--- src/rtl/exc_pkg.sv ---
package exc_pkg;
  localparam int VEC_W = 4;
  localparam logic [VEC_W-1:0] VEC_NONE      = 4'd0;
  localparam logic [VEC_W-1:0] VEC_RESET     = 4'd1;
  localparam logic [VEC_W-1:0] VEC_MCHK      = 4'd2;
  localparam logic [VEC_W-1:0] VEC_PROG      = 4'd3;
  localparam logic [VEC_W-1:0] VEC_FPU       = 4'd4;
  localparam logic [VEC_W-1:0] VEC_TRAP      = 4'd5;
  localparam logic [VEC_W-1:0] VEC_SCALL     = 4'd6;
  localparam logic [VEC_W-1:0] VEC_MASK_BASE = 4'd8;

  // index of each nonmaskable source in the pending vector
  localparam int NM_RESET = 0;
  localparam int NM_MCHK  = 1;
  localparam int NM_COUNT = 2;

  typedef struct packed {
    logic prog;
    logic fpu;
    logic trap;
    logic scall;
  } fault_t;
endpackage

--- src/rtl/exc_nm_latch.sv ---
// Rising-edge capture of nonmaskable requests, held until the selector takes them.
module exc_nm_latch #(
  parameter int N = 2
) (
  input  logic         clk,
  input  logic         rst,
  input  logic [N-1:0] req,
  input  logic [N-1:0] clr,
  output logic [N-1:0] pend
);
  for (genvar i = 0; i < N; i++) begin : g_src
    logic req_d;
    logic hold_q;
    logic rise;

    assign rise    = req[i] & ~req_d;
    assign pend[i] = hold_q | rise;

    always_ff @(posedge clk) begin
      if (rst) begin
        req_d  <= 1'b0;
        hold_q <= 1'b0;
      end else begin
        req_d  <= req[i];
        hold_q <= pend[i] & ~clr[i];
      end
    end
  end
endmodule

--- src/rtl/exc_select.sv ---
// Combinational priority choice of the event to take and its restart address.
module exc_select
  import exc_pkg::*;
#(
  parameter int AW    = 32,
  parameter int NMASK = 5
) (
  input  logic [NM_COUNT-1:0] pend_nm,
  input  logic                cmp_valid,
  input  fault_t              flt,
  input  logic                blocked,
  input  logic                ee,
  input  logic                pipe_empty,
  input  logic [NMASK-1:0]    irq,
  input  logic [AW-1:0]       cur_pc,
  input  logic [AW-1:0]       nxt_pc,
  output logic                take,
  output logic                nm_take,
  output logic [NM_COUNT-1:0] nm_clr,
  output logic [VEC_W-1:0]    vec,
  output logic [AW-1:0]       epc
);
  logic slot;
  logic mask_hit;
  int   mask_idx;

  assign slot = cmp_valid & ~blocked;

  // lowest index wins among maskable lines
  always_comb begin
    mask_hit = 1'b0;
    mask_idx = 0;
    for (int i = NMASK - 1; i >= 0; i--) begin
      if (irq[i]) begin
        mask_hit = 1'b1;
        mask_idx = i;
      end
    end
  end

  always_comb begin
    take    = 1'b0;
    nm_take = 1'b0;
    nm_clr  = '0;
    vec     = VEC_NONE;
    epc     = cur_pc;
    if (pend_nm[NM_RESET]) begin
      take             = 1'b1;
      nm_take          = 1'b1;
      nm_clr[NM_RESET] = 1'b1;
      vec              = VEC_RESET;
    end else if (pend_nm[NM_MCHK]) begin
      take            = 1'b1;
      nm_take         = 1'b1;
      nm_clr[NM_MCHK] = 1'b1;
      vec             = VEC_MCHK;
    end else if (slot && flt.prog) begin
      take = 1'b1;
      vec  = VEC_PROG;
    end else if (slot && flt.fpu) begin
      take = 1'b1;
      vec  = VEC_FPU;
    end else if (slot && flt.trap) begin
      take = 1'b1;
      vec  = VEC_TRAP;
      epc  = nxt_pc;
    end else if (slot && flt.scall) begin
      take = 1'b1;
      vec  = VEC_SCALL;
      epc  = nxt_pc;
    end else if (ee && mask_hit && (slot || pipe_empty)) begin
      take = 1'b1;
      vec  = VEC_MASK_BASE + VEC_W'(mask_idx);
      epc  = slot ? nxt_pc : cur_pc;
    end
  end
endmodule

--- src/rtl/exc_state.sv ---
// Machine state word and handler-active flag; builds the status word to save.
module exc_state #(
  parameter int              SW       = 8,
  parameter int              EE_BIT   = 0,
  parameter int              RI_BIT   = 1,
  parameter int              FP_LSB   = 2,
  parameter logic [SW-1:0]   MSR_INIT = 'h3
) (
  input  logic          clk,
  input  logic          rst,
  input  logic          take,
  input  logic          nm_take,
  input  logic          rfi,
  input  logic [SW-1:0] restore,
  input  logic [1:0]    fpu_mode,
  output logic [SW-1:0] msr,
  output logic          in_hnd,
  output logic [SW-1:0] save_st
);
  logic [SW-1:0] msr_q;
  logic          in_hnd_q;

  always_comb begin
    save_st                = msr_q;
    save_st[FP_LSB +: 2]   = fpu_mode;
    if (nm_take && in_hnd_q) begin
      save_st[RI_BIT] = 1'b0;
    end
  end

  always_ff @(posedge clk) begin
    if (rst) begin
      msr_q    <= MSR_INIT;
      in_hnd_q <= 1'b0;
    end else if (take) begin
      msr_q[EE_BIT] <= 1'b0;
      in_hnd_q      <= 1'b1;
    end else if (rfi) begin
      msr_q    <= restore;
      in_hnd_q <= 1'b0;
    end
  end

  assign msr    = msr_q;
  assign in_hnd = in_hnd_q;
endmodule

--- src/rtl/precise_exc_ctrl.sv ---
module precise_exc_ctrl
  import exc_pkg::*;
#(
  parameter int            AW       = 32,
  parameter int            SW       = 8,
  parameter int            NMASK    = 5,
  parameter int            EE_BIT   = 0,
  parameter int            RI_BIT   = 1,
  parameter int            FP_LSB   = 2,
  parameter logic [SW-1:0] MSR_INIT = 'h3
) (
  input  logic             clk,
  input  logic             rst,
  input  logic             cmp_valid,
  input  logic             flt_prog,
  input  logic             flt_fpu,
  input  logic             flt_trap,
  input  logic             flt_scall,
  input  logic [1:0]       fpu_mode,
  input  logic             pipe_empty,
  input  logic [AW-1:0]    cur_pc,
  input  logic [AW-1:0]    nxt_pc,
  input  logic [NMASK-1:0] irq_mask,
  input  logic             nmi_reset,
  input  logic             nmi_mchk,
  input  logic             rfi,
  output logic             flush,
  output logic [AW-1:0]    save_pc,
  output logic [SW-1:0]    save_st,
  output logic [3:0]       vec
);
  localparam int CODE_ROOM = (1 << VEC_W) - int'(VEC_MASK_BASE);

  initial begin
    if (NMASK > CODE_ROOM) $error("NMASK exceeds the cause code range");
  end

  fault_t                flt;
  logic [NM_COUNT-1:0]   nm_req;
  logic [NM_COUNT-1:0]   nm_pend;
  logic [NM_COUNT-1:0]   nm_clr;
  logic                  take;
  logic                  nm_take;
  logic [VEC_W-1:0]      sel_vec;
  logic [AW-1:0]         sel_pc;
  logic [SW-1:0]         msr_q;
  logic                  in_hnd_q;
  logic [SW-1:0]         st_next;

  logic                  flush_q;
  logic [AW-1:0]         save_pc_q;
  logic [SW-1:0]         save_st_q;
  logic [VEC_W-1:0]      vec_q;

  assign flt              = '{prog: flt_prog, fpu: flt_fpu, trap: flt_trap, scall: flt_scall};
  assign nm_req[NM_RESET] = nmi_reset;
  assign nm_req[NM_MCHK]  = nmi_mchk;

  exc_nm_latch #(.N(NM_COUNT)) u_nm (
    .clk  (clk),
    .rst  (rst),
    .req  (nm_req),
    .clr  (nm_clr),
    .pend (nm_pend)
  );

  exc_select #(.AW(AW), .NMASK(NMASK)) u_sel (
    .pend_nm    (nm_pend),
    .cmp_valid  (cmp_valid),
    .flt        (flt),
    .blocked    (flush_q),
    .ee         (msr_q[EE_BIT]),
    .pipe_empty (pipe_empty),
    .irq        (irq_mask),
    .cur_pc     (cur_pc),
    .nxt_pc     (nxt_pc),
    .take       (take),
    .nm_take    (nm_take),
    .nm_clr     (nm_clr),
    .vec        (sel_vec),
    .epc        (sel_pc)
  );

  exc_state #(
    .SW(SW), .EE_BIT(EE_BIT), .RI_BIT(RI_BIT), .FP_LSB(FP_LSB), .MSR_INIT(MSR_INIT)
  ) u_st (
    .clk      (clk),
    .rst      (rst),
    .take     (take),
    .nm_take  (nm_take),
    .rfi      (rfi),
    .restore  (save_st_q),
    .fpu_mode (fpu_mode),
    .msr      (msr_q),
    .in_hnd   (in_hnd_q),
    .save_st  (st_next)
  );

  always_ff @(posedge clk) begin
    if (rst) begin
      flush_q   <= 1'b0;
      save_pc_q <= '0;
      save_st_q <= '0;
      vec_q     <= VEC_NONE;
    end else begin
      flush_q <= take;
      if (take) begin
        save_pc_q <= sel_pc;
        save_st_q <= st_next;
        vec_q     <= sel_vec;
      end
    end
  end

  assign flush   = flush_q;
  assign save_pc = save_pc_q;
  assign save_st = save_st_q;
  assign vec     = vec_q;
endmodule

--- config.mk ---
export PLATFORM = sky130hd
export DESIGN_NAME = precise_exc_ctrl
export DESIGN_NICKNAME = d
export VERILOG_FILES = /design/src/rtl/exc_pkg.sv /design/src/rtl/exc_nm_latch.sv /design/src/rtl/exc_select.sv /design/src/rtl/exc_state.sv /design/src/rtl/precise_exc_ctrl.sv
export SDC_FILE = /design/constraint.sdc
export NUM_CORES = 1
export LEC_CHECK = 0
export BUFFER_PORTS_ARGS = -buffer_cell sky130_fd_sc_hd__buf_4
export CAP_MARGIN = 20
export CORE_AREA = 2 2 80 82
export CTS_CLUSTER_SIZE = 20
export DETAILED_ROUTE_END_ITERATION = 12
export DIE_AREA = 0 0 82 84
export PLACE_DENSITY = 0.87
export SYNTH_ARGS = -nofsm -noshare
export SYNTH_HDL_FRONTEND = slang
export SYNTH_SLANG_ARGS = --single-unit
--- constraint.sdc ---
create_clock -name clk -period 4.05 [get_ports clk]
set_input_delay 1.0125 -clock clk [delete_from_list [all_inputs] [get_ports clk]]
set_output_delay 1.0125 -clock clk [all_outputs]
set_load 0.02 [all_outputs]
==> reports/qor.yml, run 1 <==
outcome: "finished, final reports clean"
p_leak_nw: 1.70
htreeDepth: 2
synth-seq-cells: 55
rows: 29
antenna_found_initial: 0
power.density_nw_per_um2: 348
dp_hpwl_mm: 6.80
slew-limit-headroom_pct: 46.5
grt_max_degree: 55
period_share_pct: 73.4
nNetsFinal: 568
synth_mux_area_share_pct: 2.61
cts.clk_slew.worst_paths_ps: 100
die_y_um: 84
cap_violations: 0
hold_class: "reg -> reg"
synth.distinct_cells: 38
drt-wirelength-per-cell_um: 17.5
final_layout_size_suffix_gt1_share_pct: 31.6
max_freq_mhz: 336
initial_core_util_pct: 50.2
yosys.area.top_type_share_pct: 35.9
synth.area.top_cells: "dfxtp_1 36%, a221oi_1 9.2%, o311ai_1 8.9%"
grtUsageTotal_pct: 28.1
cts_tree: "built"
area_delta_synth_final_pct: 36.3
coreArea_um2: 6100
die_area_um2: 6890
worst_slew_pin_slew_ps: 796
vias_per_cell: 6.29
worstSetupStartpointType: "primary input"
ir_worst_vdd_uv: 198
synthFlopType: "dfxtp_1"
crit_type: "in -> reg"
critPathCaptureType: "flop"
yosysWarnings: 0
diodes: 0
post_cts_resized: 0
synth_fa_ha_area_share_pct: 0
stdcell_area_um2: 4180
setup_viol: 0
timing.final.max_slew_violations: 0
drc: 0
syn_area_um2: 3060
synth.most_common_cell: "dfxtp_1"
crit_required_ps: 4260
cp_max_fo: 20
synth_edf_count: 0
synth_top_family_by_area: "compound AO/OA/AOI/OAI gates"
synth_compound_area_share_pct: 30.8
seq_area_frac_synth_pct: 35.9
first_iter_violations: 236
synth-simple-area-share_pct: 24.9
avgSynthCellArea_um2: 8.04
place_congestion: 0.798
drtPass1Iterations: 4
ios: 127
rsz0062_at_grt: "false"
synthTopCellsByCount: "55 x dfxtp_1, 52 x nand2_1, 47 x nor2_1, 43 x a21oi_1, 32 x a221oi_1"
vias: 3548
synth_area_leader_cell: "dfxtp_1"
async_flop_share_pct: 0
routed_wirelength_mm: 9.86
syn_nets: 463
grt_pass1_vias: 3423
root_buffer: "clkbuf_8"
fin_skew_ps: 6.40
setup-tns-final_ps: 0
numPortBuffers: 126
fin_crit_ps: 2970
cts_sinks: 55
arrival_ps: 3190
grt_overflow: 0
post_cts_buffers: 0
postPlaceCellArea_um2: 4060
grt_pass1_wl_mm: 15.6
n_fill_cell: 526
clk_path_buf_depth: 2
fp.dieW_um: 82
synth_cells: 381
synth_xor_area_share_pct: 0
cts_hold_repair.buffers: 0
detail-route-antenna-nets: 0
clock_latency_ps: 310
cts_buffers: 5
hold_violations: 0
[per-stage QoR]
| step | setup slack (ps) | cells | hold slack (ps) | util [%] | power, mW |
|---|---|---|---|---|---|
| global placement | 851 | 556 | 441 | 66.6 | 1.06 |
| finish | 1080 | 564 | 465 | 68.5 | 1.45 |
| global route | 880 | 564 | 486 | 68.5 | 1.52 |
| detailed placement | 763 | 556 | 453 | 66.6 | 1.07 |
| floorplan | 1610 | 381 | 436 | - | 0.868 |
| CTS | 1090 | 564 | 470 | 68.5 | 1.46 |
[cell usage in the layout (no fill, tap or decap), drive strengths merged]
cell type  Yosys  routed
buf           15     134
dfxtp         55      55
nand2         52      52
nor2          48      48
a21oi         43      43
a221oi        33      33
nand3b        31      31
o311ai        31      31
mux2i          8       8
clkbuf        21       6
nor2b          6       6
inv            5       5
nand2b         3       3
o41ai          3       3
and3           3       3
o21ai          3       3
nand3          3       3
a211oi         3       3
nor4           2       2
nor3           2       2
o211ai         2       2
or4            1       1
o221ai         1       1
o31ai          1       1
a2111oi        1       1
and2           1       1
a41o           1       1
nor3b          1       1
o22ai          1       1
and4           1       1
bufinv         0       1
clkinv         0       1
[cells by family (layout without fill, tap and decap cells)]
logic type             Yosys count  in the layout
AO/OA/AOI/OAI                  123            123
buffers and inverters           41            147
flip-flops                      55             55
multiplexers                     8              8
AND/OR/NAND/NOR                154            154
[layout make-up]
| cell class | instances | area, µm² | area share [%] |
|---|---|---|---|
| Tap cell | 77 | 96.3 | 2.31 |
| Inverter | 5 | 18.8 | 0.450 |
| Clock inverter | 2 | 35.0 | 0.839 |
| Sequential cell | 55 | 1100 | 26.4 |
| Multi-Input combinational cell | 285 | 1810 | 43.4 |
| Clock buffer | 6 | 82.6 | 1.98 |
| Timing Repair Buffer | 134 | 1030 | 24.7 |
[routing by layer]
| layer | vias to the layer above | GRT usage, % | share of wire [%] |
|---|---|---|---|
| li1 | 1654 | - | - |
| met1 | 1678 | 36.4 | 41 |
| met2 | 206 | 46.6 | 47 |
| met3 | 10 | 6.28 | 10 |
| met4 | 0 | 6.97 | 0.86 |
| met5 | - | 0 | 0 |
[sequential cells by signal, indices dropped and copies added (netlist names)]
name	flops
save_pc	32
save_st	8
u_st.msr	6
vec	4
u_nm.g_src.req_d	2
flush	1
u_nm.g_src.hold_q	1
u_st.in_hnd	1
[critical path: stages]
cell and delay [ps]:
buf_4 120, nor4_1 700, a221oi_2 160, nor2_2 540
buf_12 230, a221oi_1 90, o311ai_1 320
[report_power, final]
group | total (mW) | internal (mW) | switching, mW | leakage (nW)
sequential | 0.622 | 0.590 | 0.0322 | 0.457
combinational | 0.445 | 0.201 | 0.245 | 1.18
clock | 0.387 | 0.200 | 0.186 | 0.0612
total | 1.45 | 0.991 | 0.463 | 1.70
[final timing paths]
kind | startpoint | end | slack [ps] | cells past startpoint
setup / recovery | irq_mask[0] | save_pc[6]$_SDFFE_PP0P_ | 1080 | 7
hold / removal | save_st[2]$_SDFFE_PP0P_ | save_st[2]$_SDFFE_PP0P_ | 470 | 2
setup reg to reg | flush$_SDFF_PP0_ | save_st[1]$_SDFFE_PP0P_ | 1820 | 6
hold reg to reg | save_st[2]$_SDFFE_PP0P_ | save_st[2]$_SDFFE_PP0P_ | 470 | 2
No activity file was read; power rests on OpenSTA's default activity.
==> run 2: changes to the inputs <==
--- a/config.mk
+++ b/config.mk
@@ -7,11 +7,11 @@
 export LEC_CHECK = 0
 export BUFFER_PORTS_ARGS = -buffer_cell sky130_fd_sc_hd__buf_4
 export CAP_MARGIN = 20
-export CORE_AREA = 2 2 80 82
+export CORE_AREA = 2 2 83 85
 export CTS_CLUSTER_SIZE = 20
 export DETAILED_ROUTE_END_ITERATION = 12
-export DIE_AREA = 0 0 82 84
-export PLACE_DENSITY = 0.87
+export DIE_AREA = 0 0 85 87
+export PLACE_DENSITY = 0.82
 export SYNTH_ARGS = -nofsm -noshare
 export SYNTH_HDL_FRONTEND = slang
 export SYNTH_SLANG_ARGS = --single-unit
==> constraint.sdc (replaced) <==
create_clock -name clk -period 3.1 [get_ports clk]
set_input_delay 0.775 -clock clk [delete_from_list [all_inputs] [get_ports clk]]
set_output_delay 0.775 -clock clk [all_outputs]
set_load 0.02 [all_outputs]
==> reports/qor.yml, run 2 (synthesis results as in run 1) <==
routed_wirelength_mm: 9.88  # +0.19%
fin_skew_ps: 12.1  # +5.68 ps
vias: 3527  # -0.59%
drtPass1Iterations: 5  # +1
cpMostUsedCell: "buf_4"
clock_latency_ps: 310  # about the same
ir_worst_vdd_uv: 354  # +79%
rows: 30  # +3.4%
place_congestion: 0.865  # +8.4%
setup-tns-final_ps: 0  # unchanged
grt_pass1_wl_mm: 15.8  # +1.1%
worstSetupStartpointType: "primary input"
p_leak_nw: 1.69  # -0.27%
cap_violations: 0  # unchanged
cts_tree: "built"
stdcell_area_um2: 4150  # -0.51%
largest_reg_flops: 32  # unchanged
outcome: "finished, final reports clean"
htreeDepth: 2  # unchanged
drc: 0  # unchanged
final_layout_size_suffix_gt1_share_pct: 32.0  # +0.42 points
layout_common_cells: "138 x buf_4, 55 x dfxtp_1, 52 x nand2_1, 45 x nor2_1, 43 x a21oi_1"
grt_pass1_vias: 3268  # -4.5%
cp_num_buf_inv: 3  # +1
max_freq_mhz: 450
postPlaceCellArea_um2: 4070  # +0.22%
timing.final.max_slew_violations: 0  # unchanged
coreArea_um2: 6570  # +7.8%
crit_path_max_incr_delay_ps: 420  # -280 ps
numPortBuffers: 126  # unchanged
cts_buffers: 5  # unchanged
vias_per_cell: 6.19  # -1.6%
diodes: 0  # unchanged
cpMaxStageDelayCell: "nor2b_4"
clk_path_buf_depth: 2  # unchanged
n_fill_cell: 551  # +4.8%
hold_class: "reg -> reg"
detail-route-antenna-nets: 0  # unchanged
critPathCaptureType: "flop"
antenna_found_initial: 0  # unchanged
die_y_um: 87  # +3.6%
grtUsageTotal_pct: 25.8  # -2.3 points
power_mw: 1.80  # +24%
root_buffer: "clkbuf_8"
worst_slew_pin_slew_ps: 600  # -195 ps
regArea_um2: 1100  # unchanged
cts_hold_repair.buffers: 0  # unchanged
initial_core_util_pct: 46.6  # -3.6 points
period_share_pct: 71.7
slew-limit-headroom_pct: 60.0  # +14 points
grt_overflow: 0  # unchanged
crit_required_ps: 3280  # -980 ps
crit_family: "buffers and inverters"
cp_max_fo: 31  # +55%
first_iter_violations: 255  # +8.1%
ios: 127  # unchanged
dp_hpwl_mm: 6.86  # +0.74%
rsz0062_at_grt: "false"
place_ws_ps: 573  # -191 ps
fin_crit_ps: 2220
grt_max_degree: 55  # unchanged
layout_commonest_cell: "buf_4"
crit_type: "in -> reg"
fin_ws_ps: 877  # -200 ps
drt-wirelength-per-cell_um: 17.3  # -0.86%
die_area_um2: 7400  # +7.4%
arrival_ps: 2410  # -780 ps
cts.clk_slew.worst_paths_ps: 100  # about the same
post_cts_resized: 0  # unchanged
cts_sinks: 55  # unchanged
nNetsFinal: 572  # +0.70%
power.density_nw_per_um2: 433  # +24%
fp.dieW_um: 85  # +3.7%
hold_violations: 0  # unchanged
multi_input_area_um2: 1810  # unchanged
post_cts_buffers: 0  # unchanged
area_delta_synth_final_pct: 35.6
setup_viol: 0  # unchanged
crit_path_cell_trace: "buf_4, nor2b_4, buf_4, nor2_2, buf_4, a21oi_1, nand3b_1, o311ai_1"
run 2: final cells by class:
cell class | instances | share of cell area, %
multi-input combinational | 285 | 43.6
clock buffer | 6 | 1.99
clock inverter | 1 | 0.120
timing repair buffer | 138 | 24.9
sequential | 55 | 26.5
tap | 80 | 2.41
inverter | 5 | 0.452
run 2: report_power, final:
group | switching, mW | internal [mW]
Sequential | 0.0390 | 0.770
Clock | 0.232 | 0.176
Combinational | 0.319 | 0.260
run 2: through the flow:
step           std cells  util, %  hold WS, ps
2_1_floorplan        381        -          436
3_3_place_gp         563     61.9          441
3_5_place_dp         563     61.9          445
4_1_cts              570     63.2          458
5_1_grt              570     63.2          479
6_report             570     63.2          461
run 2: per-layer routing:
metal,routed length [µm],up-vias,global-route usage (%)
met5,0,-,0
met1,4000,1653,34.2
met3,957,18,5.78
met4,160,0,7.07
met2,4760,204,42.5
li1,-,1652,-
run 2: worst paths after layout:
kind	start	to	slack [ps]	depth (start not counted)
max reg2reg	flush$_SDFF_PP0_	save_pc[13]$_SDFFE_PP0P_	1100	7
min reg2reg	save_st[3]$_SDFFE_PP0P_	save_st[3]$_SDFFE_PP0P_	460	2
max	cmp_valid	save_pc[13]$_SDFFE_PP0P_	880	8
min	save_st[3]$_SDFFE_PP0P_	save_st[3]$_SDFFE_PP0P_	460	2
run 2: worst register-to-register path, cell delays in order (launching register included):
cell,delay [ps]
dfxtp_1,360
nor2b_4,410
buf_4,420
nor2_2,50
buf_4,240
a21oi_1,160
nand3b_1,130
o311ai_1,110
==> run 3: changes to the inputs <==
--- a/config.mk
+++ b/config.mk
@@ -7,11 +7,11 @@
 export LEC_CHECK = 0
 export BUFFER_PORTS_ARGS = -buffer_cell sky130_fd_sc_hd__buf_4
 export CAP_MARGIN = 20
-export CORE_AREA = 2 2 83 85
+export CORE_AREA = 2 2 87 89
 export CTS_CLUSTER_SIZE = 20
 export DETAILED_ROUTE_END_ITERATION = 12
-export DIE_AREA = 0 0 85 87
-export PLACE_DENSITY = 0.82
+export DIE_AREA = 0 0 89 91
+export PLACE_DENSITY = 0.78
 export SYNTH_ARGS = -nofsm -noshare
 export SYNTH_HDL_FRONTEND = slang
 export SYNTH_SLANG_ARGS = --single-unit
==> constraint.sdc (replaced) <==
create_clock -name clk -period 2 [get_ports clk]
set_input_delay 0.5 -clock clk [delete_from_list [all_inputs] [get_ports clk]]
set_output_delay 0.5 -clock clk [all_outputs]
set_load 0.02 [all_outputs]
==> reports/qor.yml, run 3 (synthesis results as in run 1) <==
place_ws_ps: -281  # -853 ps
power.density_nw_per_um2: 699  # +62%
first_iter_violations: 162  # -36%
hold_violations: 0  # unchanged
drt-wirelength-per-cell_um: 17.1  # -1.4%
rows: 31  # +3.3%
fin_ws_ps: 145  # -732 ps
initial_core_util_pct: 42.9  # -3.7 points
cts_sinks: 55  # unchanged
htreeDepth: 2  # unchanged
numPortBuffers: 126  # unchanged
die_y_um: 91  # +4.6%
critPathCaptureType: "flop"
max_freq_mhz: 539
routed_wirelength_mm: 10.4  # +5.0%
area_delta_synth_final_pct: 44.4
worstSetupStartpointType: "primary input"
timing.final.max_slew_violations: 0  # unchanged
internal_power_mw: 2.15  # +78%
cts_hold_repair.buffers: 0  # unchanged
crit_required_ps: 2210  # -1070 ps
clock_latency_ps: 310  # about the same
switching_share_pct: 30.6  # -2.2 points
arrival_ps: 2060  # -350 ps
setup_viol: 0  # unchanged
detail-route-antenna-nets: 0  # unchanged
cts_buffers: 5  # unchanged
ir_worst_vdd_uv: 424  # +20%
layout_common_cells: "149 x buf_4, 55 x dfxtp_1, 52 x nand2_1, 45 x nor2_1, 43 x a21oi_1"
pwr-share-clk_pct: 28.2  # +5.5 points
drc: 0  # unchanged
p_leak_nw: 1.82  # +7.4%
die_area_um2: 8100  # +9.5%
grt_pass1_vias: 3566  # +9.1%
diodes: 0  # unchanged
ios: 127  # unchanged
n_fill_cell: 641  # +16%
period_share_pct: 92.7
p_switching_mw: 0.947  # +60%
hold_class: "in -> reg"
nNetsFinal: 589  # +3.0%
slew-limit-headroom_pct: 62.1  # +2.1 points
drtPass1Iterations: 5  # unchanged
clk_path_buf_depth: 2  # unchanged
coreArea_um2: 7140  # +8.6%
comb_power_share_pct: 31.2  # -1.0 points
grt_pass1_wl_mm: 16.2  # +2.4%
place_congestion: 0.821  # -5.1%
fin_skew_ps: 8.04  # -4.05 ps
power_mw: 3.09  # +72%
vias_per_cell: 5.93  # -4.1%
cts_tree: "built"
fp.dieW_um: 89  # +4.7%
fin_crit_ps: 1850
grt_overflow: 0  # unchanged
crit_type: "in -> reg"
cp_max_fo: 11  # -65%
grtUsageTotal_pct: 24.6  # -1.2 points
largest_reg_flops: 32  # unchanged
root_buffer: "clkbuf_8"
worst_slew_pin_slew_ps: 568  # -32.0 ps
layout_commonest_cell: "buf_4"
vias: 3602  # +2.1%
final_layout_size_suffix_gt1_share_pct: 34.4  # +2.4 points
p_seq_share_pct: 40.6  # -4.4 points
antenna_found_initial: 0  # unchanged
grt_max_degree: 32  # -42%
dp_hpwl_mm: 7.36  # +7.4%
rsz0062_at_grt: "false"
cap_violations: 0  # unchanged
cts.clk_slew.worst_paths_ps: 100  # about the same
outcome: "finished, final reports clean"
## run 3: stage by stage
step | std cells | util (%) | setup TNS (ps) | cell area (µm²) | hold WS, ps
6_report | 607 | 62.0 | 0 | 4420 | 405
5_1_grt | 607 | 62.0 | 0 | 4420 | 400
4_1_cts | 607 | 61.8 | 0 | 4410 | 396
3_5_place_dp | 599 | 60.0 | -7480 | 4280 | 450
3_3_place_gp | 599 | 60.0 | -4850 | 4280 | 444
2_1_floorplan | 381 | - | 0 | 3060 | 436
## run 3: final timing paths
path,startpoint,to,slack [ps],depth (start not counted)
worst min-delay path,nxt_pc[6],save_pc[6]$_SDFFE_PP0P_,400,3
worst max register to register,flush$_SDFF_PP0_,save_pc[11]$_SDFFE_PP0P_,190,6
worst min register to register,u_st.msr[5]$_SDFFE_PP0P_,save_st[5]$_SDFFE_PP0P_,470,2
worst max-delay path,irq_mask[0],save_pc[11]$_SDFFE_PP0P_,150,9
## run 3: per-layer routing
metal	wire length [µm]	up-vias	global-route usage (%)
met5	0	-	0
met4	53	0	5.72
met3	1010	8	4.64
met2	5080	192	43.2
met1	4230	1715	30.6
li1	-	1687	-
## run 3: critical path: stages
cell,delay (ps)
buf_4,110
buf_4,130
nor4_2,280
buf_4,180
a221oi_2,70
nor2_2,180
buf_6,190
a221oi_1,90
o311ai_1,330
## run 3: power groups by stage
stage | clock (mW) | combinational (mW) | sequential (mW)
after floorplan | 0 | 0.378 | 1.38
after global placement | 0 | 0.933 | 1.28
after detailed placement | 0 | 0.956 | 1.28
after CTS | 0.895 | 0.959 | 1.25
after global routing | 0.945 | 1.04 | 1.26
final | 0.873 | 0.964 | 1.26
## run 3: layout make-up
type | count | area [µm²] | area share (%)
clock buffer | 6 | 72.6 | 1.64
multi-input combinational | 285 | 1820 | 41.1
timing repair buffer | 155 | 1230 | 27.8
inverter | 5 | 18.8 | 0.424
tap | 99 | 124 | 2.80
clock inverter | 2 | 60.1 | 1.36
sequential | 55 | 1100 | 24.9
## run 3: timing repair
action | 4_1_cts | 5_1_grt
endpoints found under the setup margin | 0 | 12
resized for setup | 0 | 2
buffers inserted | 0 | 0
